### src/rtl/shiftadd_mult_pkg.sv
package shiftadd_mult_pkg;
  typedef enum logic [1:0] {
    SQ_IDLE  = 2'd0,
    SQ_TEST  = 2'd1,
    SQ_SHIFT = 2'd2
  } seq_state_t;
endpackage

### src/rtl/shiftadd_mult_datapath.sv
module shiftadd_mult_datapath #(
  parameter int N = 4
) (
  input  logic            clk,
  input  logic            rst,
  input  logic            ld,
  input  logic            ad,
  input  logic            sh,
  input  logic [N-1:0]    mplier,
  input  logic [N-1:0]    mcand,
  output logic [2*N:0]    acc,
  output logic            mbit
);
  localparam int AW = 2*N + 1;

  logic [N-1:0] mcand_q;
  logic [N:0]   sum;

  assign sum  = {1'b0, acc[2*N-1:N]} + {1'b0, mcand_q};
  assign mbit = acc[0];

  always_ff @(posedge clk) begin
    if (rst) begin
      acc     <= '0;
      mcand_q <= '0;
    end else if (ld) begin
      acc     <= {{(N+1){1'b0}}, mplier};
      mcand_q <= mcand;
    end else if (ad) begin
      acc[2*N:N] <= sum;
    end else if (sh) begin
      acc <= {1'b0, acc[AW-1:1]};
    end
  end

  // load places multiplier low and clears the upper bits
  a_r2_load: assert property (@(posedge clk) disable iff (rst)
    ld |=> (acc[2*N:N] == '0) && (acc[N-1:0] == $past(mplier)));

  // add leaves the low half untouched
  a_r3_add_low_kept: assert property (@(posedge clk) disable iff (rst)
    ad |=> acc[N-1:0] == $past(acc[N-1:0]));

  // shift moves everything right by one with zero fill
  a_r4_shift: assert property (@(posedge clk) disable iff (rst)
    sh |=> (acc[2*N] == 1'b0) && (acc[2*N-1:0] == $past(acc[2*N:1])));
endmodule

### src/rtl/shiftadd_mult_counter.sv
module shiftadd_mult_counter #(
  parameter int N = 4
) (
  input  logic clk,
  input  logic rst,
  input  logic ld,
  input  logic sh,
  output logic k
);
  localparam int CW = (N > 1) ? $clog2(N) : 1;
  localparam logic [CW-1:0] LAST = CW'(N - 1);

  logic [CW-1:0] cnt;

  assign k = (cnt == LAST);

  always_ff @(posedge clk) begin
    if (rst || ld) begin
      cnt <= '0;
    end else if (sh) begin
      if (k) cnt <= '0;
      else   cnt <= cnt + 1'b1;
    end
  end

  // counter only moves on load or shift
  a_r5_hold: assert property (@(posedge clk) disable iff (rst)
    (!ld && !sh) |=> $stable(cnt));

  // the final shift returns the counter to zero
  a_r5_wrap: assert property (@(posedge clk) disable iff (rst)
    (sh && k) |=> cnt == '0);
endmodule

### src/rtl/shiftadd_mult_seq.sv
module shiftadd_mult_seq
  import shiftadd_mult_pkg::*;
(
  input  logic clk,
  input  logic rst,
  input  logic start,
  input  logic mbit,
  input  logic k,
  output logic ld,
  output logic ad,
  output logic sh,
  output logic done
);
  seq_state_t state, state_nx;

  always_comb begin
    ld       = 1'b0;
    ad       = 1'b0;
    sh       = 1'b0;
    state_nx = state;
    unique case (state)
      SQ_IDLE: begin
        if (start) begin
          ld       = 1'b1;
          state_nx = SQ_TEST;
        end
      end
      SQ_TEST: begin
        if (mbit) begin
          ad       = 1'b1;
          state_nx = SQ_SHIFT;
        end else begin
          sh       = 1'b1;
          state_nx = k ? SQ_IDLE : SQ_TEST;
        end
      end
      SQ_SHIFT: begin
        sh       = 1'b1;
        state_nx = k ? SQ_IDLE : SQ_TEST;
      end
      default: state_nx = SQ_IDLE;
    endcase
  end

  always_ff @(posedge clk) begin
    if (rst) begin
      state <= SQ_IDLE;
      done  <= 1'b0;
    end else begin
      state <= state_nx;
      done  <= sh && k;
    end
  end

  a_r4_one_action: assert property (@(posedge clk) disable iff (rst)
    $onehot0({ld, ad, sh}));

  // an add is always followed by a shift
  a_r4_add_then_shift: assert property (@(posedge clk) disable iff (rst)
    ad |=> sh);

  // done is a single-cycle pulse
  a_r6_done_pulse: assert property (@(posedge clk) disable iff (rst)
    done |=> !done);

  // no load while busy
  a_r7_busy_no_load: assert property (@(posedge clk) disable iff (rst)
    (state != SQ_IDLE) |-> !ld);
endmodule

### src/rtl/shiftadd_mult.sv
module shiftadd_mult #(
  parameter int N = 4
) (
  input  logic           clk,
  input  logic           rst,
  input  logic           start,
  input  logic [N-1:0]   mplier,
  input  logic [N-1:0]   mcand,
  output logic [2*N-1:0] product,
  output logic           done
);
  logic         ld, ad, sh, k, mbit;
  logic [2*N:0] acc;

  shiftadd_mult_datapath #(.N(N)) u_dp (
    .clk(clk), .rst(rst), .ld(ld), .ad(ad), .sh(sh),
    .mplier(mplier), .mcand(mcand), .acc(acc), .mbit(mbit)
  );

  shiftadd_mult_counter #(.N(N)) u_cnt (
    .clk(clk), .rst(rst), .ld(ld), .sh(sh), .k(k)
  );

  shiftadd_mult_seq u_seq (
    .clk(clk), .rst(rst), .start(start), .mbit(mbit), .k(k),
    .ld(ld), .ad(ad), .sh(sh), .done(done)
  );

  assign product = acc[2*N-1:0];

  // the top accumulator bit is clear when the result is presented
  a_r8_no_overflow: assert property (@(posedge clk) disable iff (rst)
    done |-> acc[2*N] == 1'b0);
endmodule

### config.mk
export PLATFORM = sky130hd
export DESIGN_NAME = shiftadd_mult
export DESIGN_NICKNAME = d
export VERILOG_FILES = /design/src/rtl/shiftadd_mult_pkg.sv /design/src/rtl/shiftadd_mult_datapath.sv /design/src/rtl/shiftadd_mult_counter.sv /design/src/rtl/shiftadd_mult_seq.sv /design/src/rtl/shiftadd_mult.sv
export SDC_FILE = /design/constraint.sdc
export NUM_CORES = 1
export LEC_CHECK = 0
export CORE_ASPECT_RATIO = 1.75
export CORE_UTILIZATION = 30
export DETAILED_ROUTE_END_ITERATION = 6
export GPL_ROUTABILITY_DRIVEN = 0
export GPL_TIMING_DRIVEN = 0
export PLACE_DENSITY = 0.65
export SLEW_MARGIN = 20
export SYNTH_ARGS = -nofsm -noshare
export SYNTH_HDL_FRONTEND = slang
export SYNTH_SLANG_ARGS = --single-unit
### constraint.sdc
create_clock -name clk -period 1.45 [get_ports clk]
set_clock_uncertainty 0.05 [all_clocks]
set_input_delay 0.2175 -clock clk [delete_from_list [all_inputs] [get_ports clk]]
set_output_delay 0.2175 -clock clk [all_outputs]
set_load 0.05 [all_outputs]
* Word level (Yosys, flattened, before mapping)
Index checks and enable logic that the tools add are counted.
** Operators by class
- Add/sub/neg operators :: 2
- Multipliers :: 0
- Divide/modulo/power cells :: 0
- Magnitude comparators :: 0
- Eq/ne operators :: 5
- Shift-type cells :: 0
- Muxes and demuxes :: 15
- Bitwise gates (word level) :: 0
- Reduce and logical (&&, ||, !) cells :: 7
** Operator list (number)
- 9-bit 2-to-1 mux :: 1
- 4-bit 2-to-1 mux :: 2
- 1-bit 2-to-1 mux :: 6
- 2-bit 2-to-1 mux :: 3
- 2-bit case mux with 3 select lines :: 1
- 4-bit by 4-bit adder with 5-bit output :: 1
- 5-bit 2-to-1 mux :: 1
- 2-bit equality test (second input constant) :: 2
- 2-bit nonzero test :: 2
- 2-bit by 1-bit adder with 2-bit output (second input constant) :: 1
- 2-bit by 1-bit equality test with 1-bit output (second input constant) :: 1
- 2-bit zero test :: 1
- 2-bit by 1-bit inequality test with 1-bit output (second input constant) :: 1
- 2-bit inequality test (second input constant) :: 1
- 1-bit case mux with 2 select lines :: 1
- 2-bit AND reduction :: 1
- 2-bit OR reduction :: 1
- 1-bit logical AND :: 1
- 1-bit logical OR :: 1
** Storage, ports and cells
- Flip-flop bits (word level) :: 18
- Latch bits :: 0
- Bits in writable memories :: 0
- Memory bits (read-only) :: 0
- Input bits :: 11
- Output and inout bits :: 9
- Word-level logic and storage cells :: 35
- Memories kept :: 0

* Logic depth before layout (Yosys ltp)
- Word-level depth :: 5
- Depth in mapped cells :: 7
- Gate-level depth less buffers :: 6

* Modules after synthesis
From an unflattened synthesis, not the netlist that was laid out.
** Unflattened totals
- Cells, all modules :: 111
- Area, all modules :: 1024.7 um^2
** Modules (own cells, without submodules)
- shiftadd_mult_datapath :: times used 1, cells each 79, area an instance 720.7 um^2, seq. area each 260.2 um^2
- shiftadd_mult_seq :: times used 1, cells each 24, area an instance 209.0 um^2, seq. area each 60.1 um^2
- shiftadd_mult_counter :: times used 1, cells each 8, area an instance 95.1 um^2, seq. area each 40.0 um^2

* Worst setup path after synthesis
No wires, ideal clock.
- Path type :: register to register
- Start :: reg u_seq.state[1]
- End :: reg u_dp.acc[5]
- Library setup time :: 131 ps
- Arrival :: 1320 ps
- Data required time :: 1269 ps
- Slack :: -51 ps
- Stages on the path, launching flop included :: 7
- Buffers on the path :: 0
- Period minus slack after synthesis :: 1501 ps
- Path through :: dfxtp_1 > inv_1 > ha_1 > nor2b_4 > o21ai_4 > mux2i_1 > a211oi_2
** On the way
- Cells in the longest elaborated chain, start to end :: 3
- Elaborated cells between the ends (all ways) :: 9
- Classes of those cells :: 2 x eq/ne; 4 x mux; 3 x reduce/logical
** Ends and longest elaborated chain
- from (decl) :: RTL line shiftadd_mult_seq.sv:14 : seq_state_t state, state_nx;
- from (signal assigned) :: RTL line shiftadd_mult_seq.sv:50 : state <= state_nx;
- 2-bit equality test (tied with other cells) :: RTL line shiftadd_mult_seq.sv:21 : unique case (state)
- 1-bit case mux with 2 select lines or 1-bit 2-to-1 mux (tied branches) :: RTL line shiftadd_mult_seq.sv:21
- 2-bit nonzero test (no line) (tied with other cells)
- to (signal assigned) :: RTL line shiftadd_mult_datapath.sv:27 : acc <= {{(N+1){1'b0}}, mplier};
- to (signal, indexed assignment) :: RTL line shiftadd_mult_datapath.sv:30 : acc[2*N:N] <= sum;
- to (signal assigned) :: RTL line shiftadd_mult_datapath.sv:32 : acc <= {1'b0, acc[AW-1:1]};
- to (decl) :: RTL line shiftadd_mult_datapath.sv:11 : output logic [2*N:0] acc,
Several ways; a longest one is shown, not always the timed one.
A chain may end at the register's enable or synchronous reset.

* Worst setup path after layout
Same ends and word-level chain as after synthesis.

==> flow_summary_export.csv <==
group,metric,value,unit
power_and_ir_drop,power_density,750,mW/mm^2
detailed_routing,dr.max_layer_used,"met4",
detailed_routing,via_per_inst,4.72,
critical_path,crit_path_start_kind,"flip-flop",
critical_path,reg2regPathDepth,6,
detailed_routing,antenna_left,0,
yosys,synth_compound_area_share,19.5,%
sta,rsz0062_at_grt,"true",
placement,place_hpwl,1.75,mm
grt,grt_max_degree,11,
die,die_area,0.00381,mm^2
yosys,synth_top_cell_by_area,"dfxtp_1",
clock_network,cts_buffers,3,
power_and_ir_drop,p_leak,0.639,nW
yosys,synthAdderAreaFrac,13.6,%
critical_path,crit_chain,"inv_4 -> ha_4 -> nor2b_4 -> o21ai_4 -> mux2i_2 -> a211oi_2",
die,rows,28,
yosys,synth_xor_area_share,1.64,%
yosys,yosysWarnings,0,
detailed_routing,drtIter0Drc,9,
run_status,violations,"setup timing",
yosys,synth_common_cells,"nand2_1, dfxtp_1, a21oi_1, ha_1, buf_4",
detailed_routing,wl_met1,988,um
critical_path,crit_type,"flip-flop to flip-flop",
critical_path,cpPeakStageDelay,0.37,ns
sta,setup_ws,-0.0733,ns
clock_network,cts.sinks,18,
power_and_ir_drop,ir_worst_vdd,0.422,mV
die,die_w,47.1,um
sta,hold_slack,0.407,ns
placement,io_buffers,19,
clock_network,clockRootBuffer,"clkbuf_8",
critical_path,r2r_slack,-0.07,ns
cells_and_area,fillers,325,
yosys,synth_top_family_by_area,"compound AO/OA/AOI/OAI gates",
cells_and_area,final_area,0.00157,mm^2
critical_path,cp-startpoint,"u_seq.state[1]$_SDFFE_PP0P_",
detailed_routing,wl_met3,40,um
yosys,ys_top_cells_by_area,"dfxtp_1, ha_1, nand2_1",
grt,antenna_found_initial,0,
critical_path,path_max_fanout,8,
grt,track_usage,15.0,%
clock_network,cts_buffer_depth,2,
detailed_routing,wl,2.44,mm
sta,period_needed,1.52,ns
cells_and_area,drive_above_1_share,38.3,%
detailed_routing,met2_length,1.36,mm
yosys,ys_seq_area_share,33.8,%
yosys,synthFlopType,"dfxtp_1",
sta,hold_viol,0,
sta,fin_tns_setup,-0.396,ns
yosys,synth_edf_count,0,
sta,max_slew_margin,63.7,%
grt,grt-ovfl-total,0,
run_status,status,"complete, but fails checks",
critical_path,r2r_end,"u_dp.acc[5]$_SDFFE_PP0P_",
detailed_routing,wire_per_inst,12.3,um
hold_path,min_path_type,"flip-flop to flip-flop",
critical_path,cp.required,1.53,ns
clock_network,tritoncts,"done",
die,start_util,31.4,%
sta,tightestPinTransition,0.544,ns
die,io_pins,20,
critical_path,crit_end,"u_dp.acc[5]$_SDFFE_PP0P_",
placement,postPlaceCellArea,0.00132,mm^2
placement,dp_slack,-0.261,ns
cells_and_area,fin_util,46.3,%
yosys,synth_top_area_share,33.8,%
yosys,synthSimpleGateAreaFrac,17.8,%
yosys,synth.most_common_cell,"nand2_1",
sta,fmax,656,MHz
detailed_routing,first_pass_iters,3,
yosys,async_flop_share,0,%
yosys,ys_seq_elements,18,
yosys,avgSynthCellArea,8.61,um^2
die,die_h,80.9,um
die,core-area,0.00340,mm^2
critical_path,rr_startpoint,"u_seq.state[1]$_SDFFE_PP0P_",
sta,setup_violations,11,
clock_network,clkLatencyLatePin,0.26,ns
yosys,synth_cell_types,34,
hold_path,hp-start,"u_dp.mcand_q[0]$_SDFFE_PP0P_",
detailed_routing,post-route-drc-count,0,
clock_network,cts_hold_buf,0,
clock_network,cts_max_level,1,
cells_and_area,synthToLayoutAreaGrowth,47.5,%
run,drv_cap,0,
critical_path,endpoint_kind,"flip-flop",
detailed_routing,vias,939,
yosys,netlist_instances,124,
sta,drv_slew,0,
yosys,netlist_area,0.00107,mm^2
grt,grt_pass1_wl,4.19,mm
critical_path,arrival,1.60,ns
clock_network,path_clk_slew,0.07,ns
sta,finalCritPeriodShare,105,%
cells_and_area,nets,178,
yosys,muxShareOfSynthArea,4.69,%
yosys,syn_nets,146,
critical_path,critPathSlowestCell,"dfxtp_4",
cells_and_area,antennaDiodeCount,0,
grt,grt_pass1_vias,958,
==> sequential cells by signal (all words and copies together) (netlist names) <==
name          count
u_seq.done        1
u_dp.mcand_q      4
u_seq.state       2
u_dp.acc          9
u_cnt.cnt         2
==> metal layers <==
metal / vias to the layer above / GRT usage [%]
li1: 483 / -
met1: 437 / 16.6
met2: 14 / 27.4
met5: - / 0
met3: 5 / 1.33
met4: 0 / 6.00
==> stage by stage <==
step	total power, mW	cells
floorplan	0.699	124
global placement	0.768	188
detailed placement	0.776	188
CTS	1.17	199
global route	1.24	199
finish	1.18	199
==> worst min path at each step <==
stage / slack (ns) / depth (start not counted) / to
after floorplan: 0.27 / 1 / u_dp.acc[0]$_SDFFE_PP0P_
after global placement: 0.40 / 2 / u_dp.mcand_q[0]$_SDFFE_PP0P_
after detailed placement: 0.40 / 2 / u_dp.mcand_q[0]$_SDFFE_PP0P_
after CTS: 0.41 / 2 / u_dp.mcand_q[0]$_SDFFE_PP0P_
after global routing: 0.44 / 2 / u_dp.mcand_q[2]$_SDFFE_PP0P_
final: 0.41 / 2 / u_dp.mcand_q[0]$_SDFFE_PP0P_
==> critical path: cells and delay by family (launching register included) <==
family,cells,cell delay (ns)
AOI/OAI and AO/OA,2,0.36
adders and majority gates,1,0.16
buffers and inverters,1,0.05
DFF,1,0.37
muxes,1,0.26
and+or+nand+nor,1,0.14
==> cell usage in the layout, fill, tap and decap left out, drive strengths merged, types with 2 or more instances in the layout <==
cell type and n:
a21oi 15, a22o 3, buf 20, clkbuf 4, clkdlybuf4s15 6, clkdlybuf4s50 10, dfxtp 18, ha 10
inv 6, mux2i 5, nand2 22, nand3 3, nor2 4, nor2b 4, o21ai 6, xnor2 2
==> cells by family (layout without fill, tap and decap cells) <==
logic type | count (synthesis) | after routing
AO/OA/AOI/OAI | 31 | 31
XOR/XNOR | 2 | 2
AND/OR/NAND/NOR | 40 | 40
adder cells (fa/ha/maj) | 11 | 11
flip-flops | 18 | 18
buffers and inverters | 17 | 47
multiplexers | 5 | 5
==> layout make-up <==
cell class	count	area [um^2]	area share, %
multi-input cells	89	731	46.4
flip-flops and latches	18	372	23.6
repair buffers	28	272	17.2
plain buffers	10	75.1	4.77
well taps	45	56.3	3.58
clock buffers	3	41.3	2.62
inverters	6	27.5	1.75
==> report_power, final <==
part / internal, mW / total [mW] / switching [mW]
Combinational: 0.140 / 0.294 / 0.154
Clock: 0.185 / 0.352 / 0.167
Sequential: 0.514 / 0.535 / 0.0212
==> what timing repair did <==
item	4_1_cts	5_1_grt
buffers inserted	9	1
resized for setup	53	13
pin swaps	12	5
setup endpoints to repair	25	17
Note: power is estimated with default switching activity, not from simulation.
